`src/rtl/crc4_pkg.sv`:
```
package crc4_pkg;
  typedef enum logic [1:0] {
    ST_IDLE  = 2'd0,
    ST_RUN   = 2'd1,
    ST_FLUSH = 2'd2,
    ST_SIG   = 2'd3
  } crc_state_e;
endpackage

```
`src/rtl/crc_shift_core.sv`:
```
module crc_shift_core #(
  parameter int          W    = 4,
  parameter logic [W-1:0] POLY = 4'b0011
) (
  input  logic         clk,
  input  logic         rst,
  input  logic         clr,
  input  logic         en,
  input  logic         din,
  output logic [W-1:0] rem,
  output logic [W-1:0] rem_nxt
);
  logic [W-1:0] base;

  // Division step: shift in one coefficient, reduce the overflowing x^W term.
  always_comb begin
    base    = clr ? '0 : rem;
    rem_nxt = {base[W-2:0], din} ^ (base[W-1] ? POLY : '0);
  end

  always_ff @(posedge clk) begin
    if (rst)     rem <= '0;
    else if (en) rem <= rem_nxt;
  end

  // a start-of-frame step leaves only the incoming bit in the register
  p_clear_on_sof_r5: assert property (@(posedge clk) disable iff (rst)
    (clr && en) |=> (rem[W-1:1] == '0));
endmodule

```
`src/rtl/crc_delay_line.sv`:
```
module crc_delay_line #(
  parameter int DEPTH = 4
) (
  input  logic clk,
  input  logic rst,
  input  logic in_v,
  input  logic in_b,
  output logic out_v,
  output logic out_b
);
  logic [DEPTH-1:0] v_q;
  logic [DEPTH-1:0] b_q;

  generate
    if (DEPTH == 1) begin : g_single
      always_ff @(posedge clk) begin
        if (rst) v_q <= '0;
        else     v_q <= in_v;
        b_q <= in_b;
      end
    end else begin : g_chain
      always_ff @(posedge clk) begin
        if (rst) v_q <= '0;
        else     v_q <= {v_q[DEPTH-2:0], in_v};
        b_q <= {b_q[DEPTH-2:0], in_b};
      end
    end
  endgenerate

  assign out_v = v_q[DEPTH-1];
  assign out_b = b_q[DEPTH-1];
endmodule

```
`src/rtl/crc_frame_ctrl.sv`:
```
module crc_frame_ctrl
  import crc4_pkg::*;
#(
  parameter int W  = 4,
  localparam int CW = (W > 1) ? $clog2(W) : 1
) (
  input  logic          clk,
  input  logic          rst,
  input  logic          in_valid,
  input  logic          in_sof,
  input  logic          in_eof,
  input  logic          tx_mode,
  output logic          take,
  output logic          sof_ok,
  output logic          mode_eff,
  output logic          flush,
  output logic          rx_done,
  output logic          sig_active,
  output logic [CW-1:0] sig_idx
);
  crc_state_e   state;
  logic [CW-1:0] cnt;
  logic          tx_q;
  logic          open_state;

  always_comb begin
    open_state = (state == ST_IDLE) || (state == ST_RUN);
    sof_ok     = in_valid && in_sof && open_state;
    take       = sof_ok || (in_valid && (state == ST_RUN));
    mode_eff   = sof_ok ? tx_mode : tx_q;
    flush      = (state == ST_FLUSH);
    rx_done    = take && in_eof && !mode_eff;
    sig_active = (state == ST_SIG);
    sig_idx    = cnt;
  end

  always_ff @(posedge clk) begin
    if (rst) begin
      state <= ST_IDLE;
      cnt   <= '0;
      tx_q  <= 1'b0;
    end else begin
      if (sof_ok) tx_q <= tx_mode;
      case (state)
        ST_IDLE, ST_RUN: begin
          cnt <= '0;
          if (take && in_eof) state <= mode_eff ? ST_FLUSH : ST_IDLE;
          else if (sof_ok)    state <= ST_RUN;
        end
        ST_FLUSH: begin
          if (cnt == CW'(W-1)) begin
            cnt   <= '0;
            state <= ST_SIG;
          end else begin
            cnt <= cnt + 1'b1;
          end
        end
        default: begin
          if (cnt == CW'(W-1)) begin
            cnt   <= '0;
            state <= ST_IDLE;
          end else begin
            cnt <= cnt + 1'b1;
          end
        end
      endcase
    end
  end

  // nothing is accepted while the tail is running
  p_no_take_in_tail_r8: assert property (@(posedge clk) disable iff (rst)
    (state == ST_FLUSH || state == ST_SIG) |-> !take);

  // the frame direction stays fixed between start and end of frame
  p_mode_locked_r10: assert property (@(posedge clk) disable iff (rst)
    (state == ST_RUN && !sof_ok) |=> $stable(tx_q));
endmodule

```
`src/rtl/crc4_serial_unit.sv`:
```
module crc4_serial_unit #(
  parameter int             CRC_W    = 4,
  parameter logic [CRC_W-1:0] CRC_POLY = 4'b0011,
  localparam int            CW       = (CRC_W > 1) ? $clog2(CRC_W) : 1
) (
  input  logic clk,
  input  logic rst,
  input  logic tx_mode,
  input  logic in_valid,
  input  logic in_bit,
  input  logic in_sof,
  input  logic in_eof,
  output logic out_valid,
  output logic out_bit,
  output logic out_last,
  output logic chk_valid,
  output logic crc_ok
);
  logic              take, sof_ok, mode_eff, flush, rx_done, sig_active;
  logic [CW-1:0]     sig_idx;
  logic [CW-1:0]     sel;
  logic [CRC_W-1:0]  rem, rem_nxt;
  logic              dl_v, dl_b;

  crc_frame_ctrl #(.W(CRC_W)) u_ctrl (
    .clk(clk), .rst(rst),
    .in_valid(in_valid), .in_sof(in_sof), .in_eof(in_eof), .tx_mode(tx_mode),
    .take(take), .sof_ok(sof_ok), .mode_eff(mode_eff), .flush(flush),
    .rx_done(rx_done), .sig_active(sig_active), .sig_idx(sig_idx)
  );

  crc_shift_core #(.W(CRC_W), .POLY(CRC_POLY)) u_core (
    .clk(clk), .rst(rst),
    .clr(sof_ok), .en(take || flush), .din(take & in_bit),
    .rem(rem), .rem_nxt(rem_nxt)
  );

  crc_delay_line #(.DEPTH(CRC_W)) u_delay (
    .clk(clk), .rst(rst),
    .in_v(take && mode_eff), .in_b(in_bit),
    .out_v(dl_v), .out_b(dl_b)
  );

  assign sel = CW'(CRC_W-1) - sig_idx;

  always_ff @(posedge clk) begin
    if (rst) begin
      out_valid <= 1'b0;
      out_bit   <= 1'b0;
      out_last  <= 1'b0;
      chk_valid <= 1'b0;
      crc_ok    <= 1'b0;
    end else begin
      if (sig_active) begin
        out_valid <= 1'b1;
        out_bit   <= rem[sel];
        out_last  <= (sig_idx == CW'(CRC_W-1));
      end else begin
        out_valid <= dl_v;
        out_bit   <= dl_b;
        out_last  <= 1'b0;
      end
      if (rx_done) begin
        chk_valid <= 1'b1;
        crc_ok    <= (rem_nxt == '0);
      end else if (sof_ok) begin
        chk_valid <= 1'b0;
        crc_ok    <= 1'b0;
      end
    end
  end

  // outputs are quiet on the first cycle after reset
  p_reset_quiet_r1: assert property (@(posedge clk) disable iff (rst)
    $past(rst) |-> (!out_valid && !out_last && !chk_valid && !crc_ok));

  // while the signature is being sent the output stream has no hole
  p_sig_contiguous_r3: assert property (@(posedge clk) disable iff (rst)
    sig_active |-> out_valid);

  // the last marker rides a valid bit and lasts one cycle
  p_last_valid_r4: assert property (@(posedge clk) disable iff (rst)
    out_last |-> out_valid);
  p_last_single_r4: assert property (@(posedge clk) disable iff (rst)
    out_last |=> !out_last);

  // the receive result holds until a new frame starts or a new result lands
  p_chk_hold_r7: assert property (@(posedge clk) disable iff (rst)
    (chk_valid && !sof_ok && !rx_done) |=> (chk_valid && $stable(crc_ok)));
endmodule

```
`config.mk`:
```
export PLATFORM = sky130hd
export DESIGN_NAME = crc4_serial_unit
export DESIGN_NICKNAME = d
export VERILOG_FILES = /design/src/rtl/crc4_pkg.sv /design/src/rtl/crc_shift_core.sv /design/src/rtl/crc_delay_line.sv /design/src/rtl/crc_frame_ctrl.sv /design/src/rtl/crc4_serial_unit.sv
export SDC_FILE = /design/constraint.sdc
export NUM_CORES = 1
export LEC_CHECK = 0
export BUFFER_PORTS_ARGS = -buffer_cell sky130_fd_sc_hd__buf_2
export CAP_MARGIN = 10
export CORE_UTILIZATION = 53
export CTS_CLUSTER_SIZE = 30
export DETAILED_ROUTE_END_ITERATION = 10
export GPL_TIMING_DRIVEN = 0
export PLACE_DENSITY_LB_ADDON = 0.25
export SLEW_MARGIN = 25
export SYNTH_ARGS = -nofsm -noshare
export SYNTH_HDL_FRONTEND = slang
export SYNTH_SLANG_ARGS = --single-unit
export TNS_END_PERCENT = 20
```
`constraint.sdc`:
```
create_clock -name clk -period 1.4 [get_ports clk]
set_clock_uncertainty 0.05 [all_clocks]
set_input_delay 0.14 -clock clk [delete_from_list [all_inputs] [get_ports clk]]
set_output_delay 0.14 -clock clk [all_outputs]
set_load 0.005 [all_outputs]
```
; ---- Word level (Yosys, flattened, before mapping)
; Index checks and enable logic that the tools add are counted.
[op_classes]
n_addsub = 2
n_lt_le_gt_ge = 1
eq_ne = 6
n_mux = 16
bitwise_logic = 3
n_reduce_logical = 18
[ops]
columns = operator, count
row1 = 2-bit 2-to-1 mux, 6
row2 = 1-bit 2-to-1 mux, 7
row3 = 2-bit equality test (second input constant), 3
row4 = 1-bit logical AND, 6
row5 = 4-bit logical NOT, 1
row6 = 4-bit 2-to-1 mux, 1
row7 = 2-bit case mux with 2 select lines, 1
row8 = 2-bit nonzero test, 2
row9 = 2-bit OR reduction, 2
row10 = 4-bit OR reduction, 1
row11 = 4-bit XOR, 1
row12 = 1-bit logical OR, 3
row13 = 2-bit by 3-bit less-than comparator with 1-bit output (second input constant), 1
row14 = 3-bit by 1-bit inequality test with 1-bit output (second input constant), 1
row15 = 3-bit AND reduction, 1
row16 = 2-bit by 1-bit adder with 2-bit output (second input constant), 1
row17 = 1-bit binary-select mux with 2-bit select, 1
row18 = 2-bit by 1-bit equality test with 1-bit output (second input constant), 1
row19 = 2-bit logical NOT, 1
row20 = 2-bit by 1-bit inequality test with 1-bit output (second input constant), 1
row21 = 2-bit subtractor (first input constant), 1
row22 = 1-bit bitwise AND, 1
row23 = 1-bit logical NOT, 1
row24 = 1-bit inverter, 1
[totals]
regBits = 22
out_inout_bits = 5
elab_cells = 57

; ---- Depth between registers and ports, before layout
[logic_depth]
ltp_word = 8
mapped_depth = 5
ltp_nobuf = 4

; ---- Modules after synthesis
; Synthesis repeated with hierarchy kept, for this count alone.
[unflattened]
hier_cells = 83
area_unflattened_um2 = 865.8
[modules_own_cells]
columns = module, instances, cells_per_inst, area_each_um2
row1 = crc_frame_ctrl, 1, 27, 260.2
row2 = crc_shift_core, 1, 23, 212.7
row3 = crc4_serial_unit, 1, 21, 207.7
row4 = crc_delay_line, 1, 12, 185.2

; ---- Worst setup path before layout
; Ideal clock, no wire load.
[synth_path]
path_kind = register to register
startpoint = reg u_ctrl.state[1]
endpoint = reg crc_ok
t_arrival_ps = 1080
t_required_ps = 1254
path_slack_ps = 174
path_stages_with_launch = 5
path_buffers = 0
period_less_slack_ps = 1226
cell_sequence = dfxtp_1 nand3b_2 a21oi_1 nor3b_1 o41ai_2
[synth_between]
elab_chain_cells = 8
[synth_lines]
columns = item, line_no
row1 = start: declaration, crc_frame_ctrl.sv:21  ; crc_state_e state;
row2 = start signal: assignment, crc_frame_ctrl.sv:47  ; if (take && in_eof) state <= mode_eff ? ST_FLUSH : ST_IDLE;
row3 = 2-bit by 1-bit equality test with 1-bit output or 2-bit logical NOT (tied branches), "crc_frame_ctrl.sv:27, crc_frame_ctrl.sv:29"
row4 = 1-bit logical OR, crc_frame_ctrl.sv:27  ; open_state = (state == ST_IDLE) || (state == ST_RUN);
row5 = 1-bit logical AND, crc_frame_ctrl.sv:28  ; sof_ok = in_valid && in_sof && open_state;
row6 = 4-bit 2-to-1 mux or 1-bit logical OR (tied branches), "crc_shift_core.sv:17, crc_frame_ctrl.sv:29"
row7 = 2-bit 2-to-1 mux or 1-bit bitwise AND (tied branches), "crc_shift_core.sv:18, crc4_serial_unit.sv:34"
row8 = 4-bit XOR, crc_shift_core.sv:18  ; rem_nxt = {base[W-2:0], din} ^ (base[W-1] ? POLY : '0);
row9 = 4-bit logical NOT, crc4_serial_unit.sv:65  ; crc_ok <= (rem_nxt == '0);
row10 = 1-bit 2-to-1 mux, crc4_serial_unit.sv:63  ; if (rx_done) begin
row11 = end signal: assignment, crc4_serial_unit.sv:65
row12 = end: declaration, crc4_serial_unit.sv:17  ; output logic crc_ok
; Several ways; a longest one is shown, not always the timed one.
; A chain may end at the register's enable or synchronous reset.

; ---- Final worst setup path
[layout_path]
startpoint = reg u_ctrl.state[1]
endpoint = reg u_core.rem[0]
[layout_between]
elab_chain_cells = 6
[layout_lines]
columns = item, line_no
row1 = 2-bit by 1-bit equality test with 1-bit output or 2-bit logical NOT (tied branches), "crc_frame_ctrl.sv:27, crc_frame_ctrl.sv:29"
row2 = 1-bit logical OR, crc_frame_ctrl.sv:27
row3 = 1-bit logical AND, crc_frame_ctrl.sv:28
row4 = 4-bit 2-to-1 mux or 1-bit logical OR (tied branches), "crc_shift_core.sv:17, crc_frame_ctrl.sv:29"
row5 = 2-bit 2-to-1 mux or 1-bit bitwise AND (tied branches), "crc_shift_core.sv:18, crc4_serial_unit.sv:34"
row6 = 4-bit XOR, crc_shift_core.sv:18
row7 = end signal: assignment, crc_shift_core.sv:23  ; else if (en) rem <= rem_nxt;
row8 = end: declaration, crc_shift_core.sv:10  ; output logic [W-1:0] rem,
; Several ways; a longest one is shown, not always the timed one.

==> run_results.csv <==
group,metric,value,unit
run_status,status,"finished clean",
cells_and_area,postLayoutCoreUtil,68.4,%
yosys,synth.most_common_cell,"dfxtp_1",
critical_path,reg2reg_slack,50,ps
floorplanning,boundaryPins,12,
critical_path,crit_path_max_fanout,10,
sta,setup_ws,53.5,ps
drt,drt-met1-wl,798,um
yosys,synth_common_cells,"dfxtp_1 (22), a21oi_1 (10), nand2_1 (6)",
drt,wl_met2,822,um
drt,vias,703,
drt,route.met3.wl,42,um
clocking,cts_tree,"done",
drt,drtIter0Drc,15,
critical_path,critPathArrivalTime,1550,ps
drt,top_layer_used,"met4",
yosys,yosysTopAreaCell,"dfxtp_1",
sta,slew_headroom,67.8,%
yosys,ys.flop_type,"dfxtp_1",
global_routing,grt_use_total,20.6,%
yosys,synth_area,883,um^2
floorplanning,rows,14,
yosys,synth-edff-count,0,
cells_and_area,syn_to_final_growth,18.0,%
job,drv_cap,0,
pwr,leakagePower,0.428,nW
yosys,ys_top_cells_by_area,"dfxtp_1 (50%), a21oi_1 (5.7%), nor2b_1 (3.5%), nand2b_1 (2.8%), mux4_2 (2.5%)",
global_routing,grt_pass1_vias,612,
yosys,synthCells,85,
clocking,root_buffer,"clkbuf_4",
clocking,htree_levels,1,
global_routing,antenna_found_initial,0,
yosys,synth_warnings,0,
clocking,clk_pin_slew,120,ps
sta,setup_viol,0,
yosys,synthDistinctLibCells,33,
sta,worst_pin_slew,483,ps
yosys,syn_avg_cell_area,10.4,um^2
sta,fin_crit,1350,ps
floorplanning,die_w,42.8,um
cells_and_area,nets,109,
drt,ant_nets,0,
critical_path,end_kind,"flop",
critical_path,worst_setup_path_start_kind,"flop",
sta,final-max-slew-violation-count,0,
sta,hold_viol,0,
pwr,power,1.25,mW
critical_path,path_cells,"buf_6, mux2i_2, nand4bb_1, a21oi_1",
placed_design,dp_slack,-43.9,ps
clocking,numCtsBuffers,3,
critical_path,critPathMaxStageDelay,400,ps
placed_design,dpl.hpwl,1160,um
cells_and_area,fin_area,0.00104,mm^2
critical_path,cp_data_required_time,1600,ps
yosys,ys_ff_latch,22,
drt,wl,1710,um
placed_design,place_area,948,um^2
yosys,synthArstFlopShare,0,%
floorplanning,start_util,58.0,%
global_routing,grt_max_degree,14,
placed_design,gp_congestion,0.780,
global_routing,grt_pass1_wl,2720,um
cells_and_area,n_antenna_cell,0,
drt,via_per_inst,6.06,
drt,drc_errors,0,
pwr,ir_worst_vdd,0.513,mV
sta,fmax,743,MHz
drt,drt-wirelength-per-cell,14.8,um
critical_path,crit_type,"reg2reg",
pwr,powerDensity,1200,mW/mm^2
placed_design,portBuffers,9,
worst_hold_path,hold_class,"in2reg",
floorplanning,die_y,42.8,um
cells_and_area,fillers,130,
yosys,synth.top_cell.area_share,49.9,%
drt,drtPass1Iterations,4,
yosys,yosysSeqAreaShare,49.9,%
floorplanning,core_area,0.00152,mm^2
cells_and_area,drive_gt1_share,26.0,%
clocking,clock_latency,310,ps
clocking,clockBufferDepth,2,
clocking,cts_sinks,22,
yosys,syn-num-nets,93,
critical_path,critPathSlowestCell,"mux2i_2",
floorplanning,dieArea,0.00183,mm^2
global_routing,gr-total-overflow,0,
sta,fin_crit_sh,96.2,%
==> worst max-delay path: cells and delay by family (launching register included) <==
kind	cells	cell delay, ps
AND/OR/NAND/NOR	1	160
flip-flops	1	370
buffers and inverters	1	150
AO/OA/AOI/OAI	1	150
multiplexers	1	400
==> layout by cell type, fill, tap and decap left out, drive strengths merged, types with 2 or more instances in the layout <==
cell and n:
mux2i 2, clkbuf 5, nor3b 3, nor2b 6, nor2 3, o21ai 2
nand2 6, dfxtp 22, nand3 4, buf 13, a21oi 10, nand2b 4
==> sequential cells by signal, indices dropped and copies added (netlist names) <==
name            flops
out_valid           1
u_ctrl.state        2
u_delay.b_q         4
u_core.rem          4
crc_ok              1
u_ctrl.sig_idx      2
out_last            1
out_bit             1
u_ctrl.tx_q         1
u_delay.v_q         4
chk_valid           1
==> repair_timing <==
| item | in CTS | in global routing |
|---|---|---|
| endpoints found under the setup margin | 5 | 1 |
| buffers inserted | 0 | 1 |
| pin swaps | 0 | 2 |
| hold buffers | 1 | 0 |
| resized for setup | 3 | 3 |
| hold endpoints to repair | 1 | 0 |
==> cell type report <==
| class | count | area, um^2 | share of cell area [%] |
|---|---|---|---|
| clock buffer | 3 | 22.5 | 2.16 |
| sequential | 22 | 443 | 42.5 |
| multi-input combinational | 58 | 427 | 40.9 |
| buffer | 5 | 37.5 | 3.60 |
| clock inverter | 1 | 30.0 | 2.88 |
| timing repair buffer | 11 | 62.6 | 6.00 |
| tap | 16 | 20.0 | 1.92 |
==> report_power, final <==
group	switching, mW	internal, mW	total, mW
sequential	0.00893	0.645	0.654
combinational	0.0594	0.0534	0.113
clock	0.198	0.290	0.488
total	0.266	0.988	1.25
==> stage by stage <==
stage | instances | hold slack, ps | setup TNS [ps]
after floorplan | 85 | 118 | 0
final | 116 | 36.2 | 0
after global routing | 116 | 47.3 | -2.38
after global placement | 110 | 228 | 0
after detailed placement | 110 | 226 | -94.8
after CTS | 115 | 49.4 | 0
==> layer usage <==
metal  GRT usage (%)  up-vias
met5               0        -
met4            13.1        0
met3            3.83        5
met2            31.2       12
met1            26.8      348
li1                -      338
==> cells by family after synthesis <==
| kind of cell | Yosys count | synth area share, % |
|---|---|---|
| AO/OA/AOI/OAI | 19 | 14.4 |
| XOR/XNOR | 1 | 0.992 |
| adder cells (fa/ha/maj) | 1 | 1.42 |
| buffers and inverters | 5 | 3.82 |
| flip-flops | 22 | 49.9 |
| multiplexers | 3 | 4.82 |
| AND/OR/NAND/NOR | 34 | 24.6 |
==> final timing paths <==
path / from / to / cells after the start
setup / recovery: u_ctrl.state[1]$_SDFFE_PP0P_ / u_core.rem[0]$_SDFFE_PP0P_ / 4
hold / removal: tx_mode / u_ctrl.tx_q$_SDFF_PP0_ / 3
setup reg to reg: u_ctrl.state[1]$_SDFFE_PP0P_ / u_core.rem[0]$_SDFFE_PP0P_ / 4
hold reg to reg: u_delay.b_q[2]$_DFF_P_ / u_delay.b_q[3]$_DFF_P_ / 0
Power figures use the tool's default switching activity.
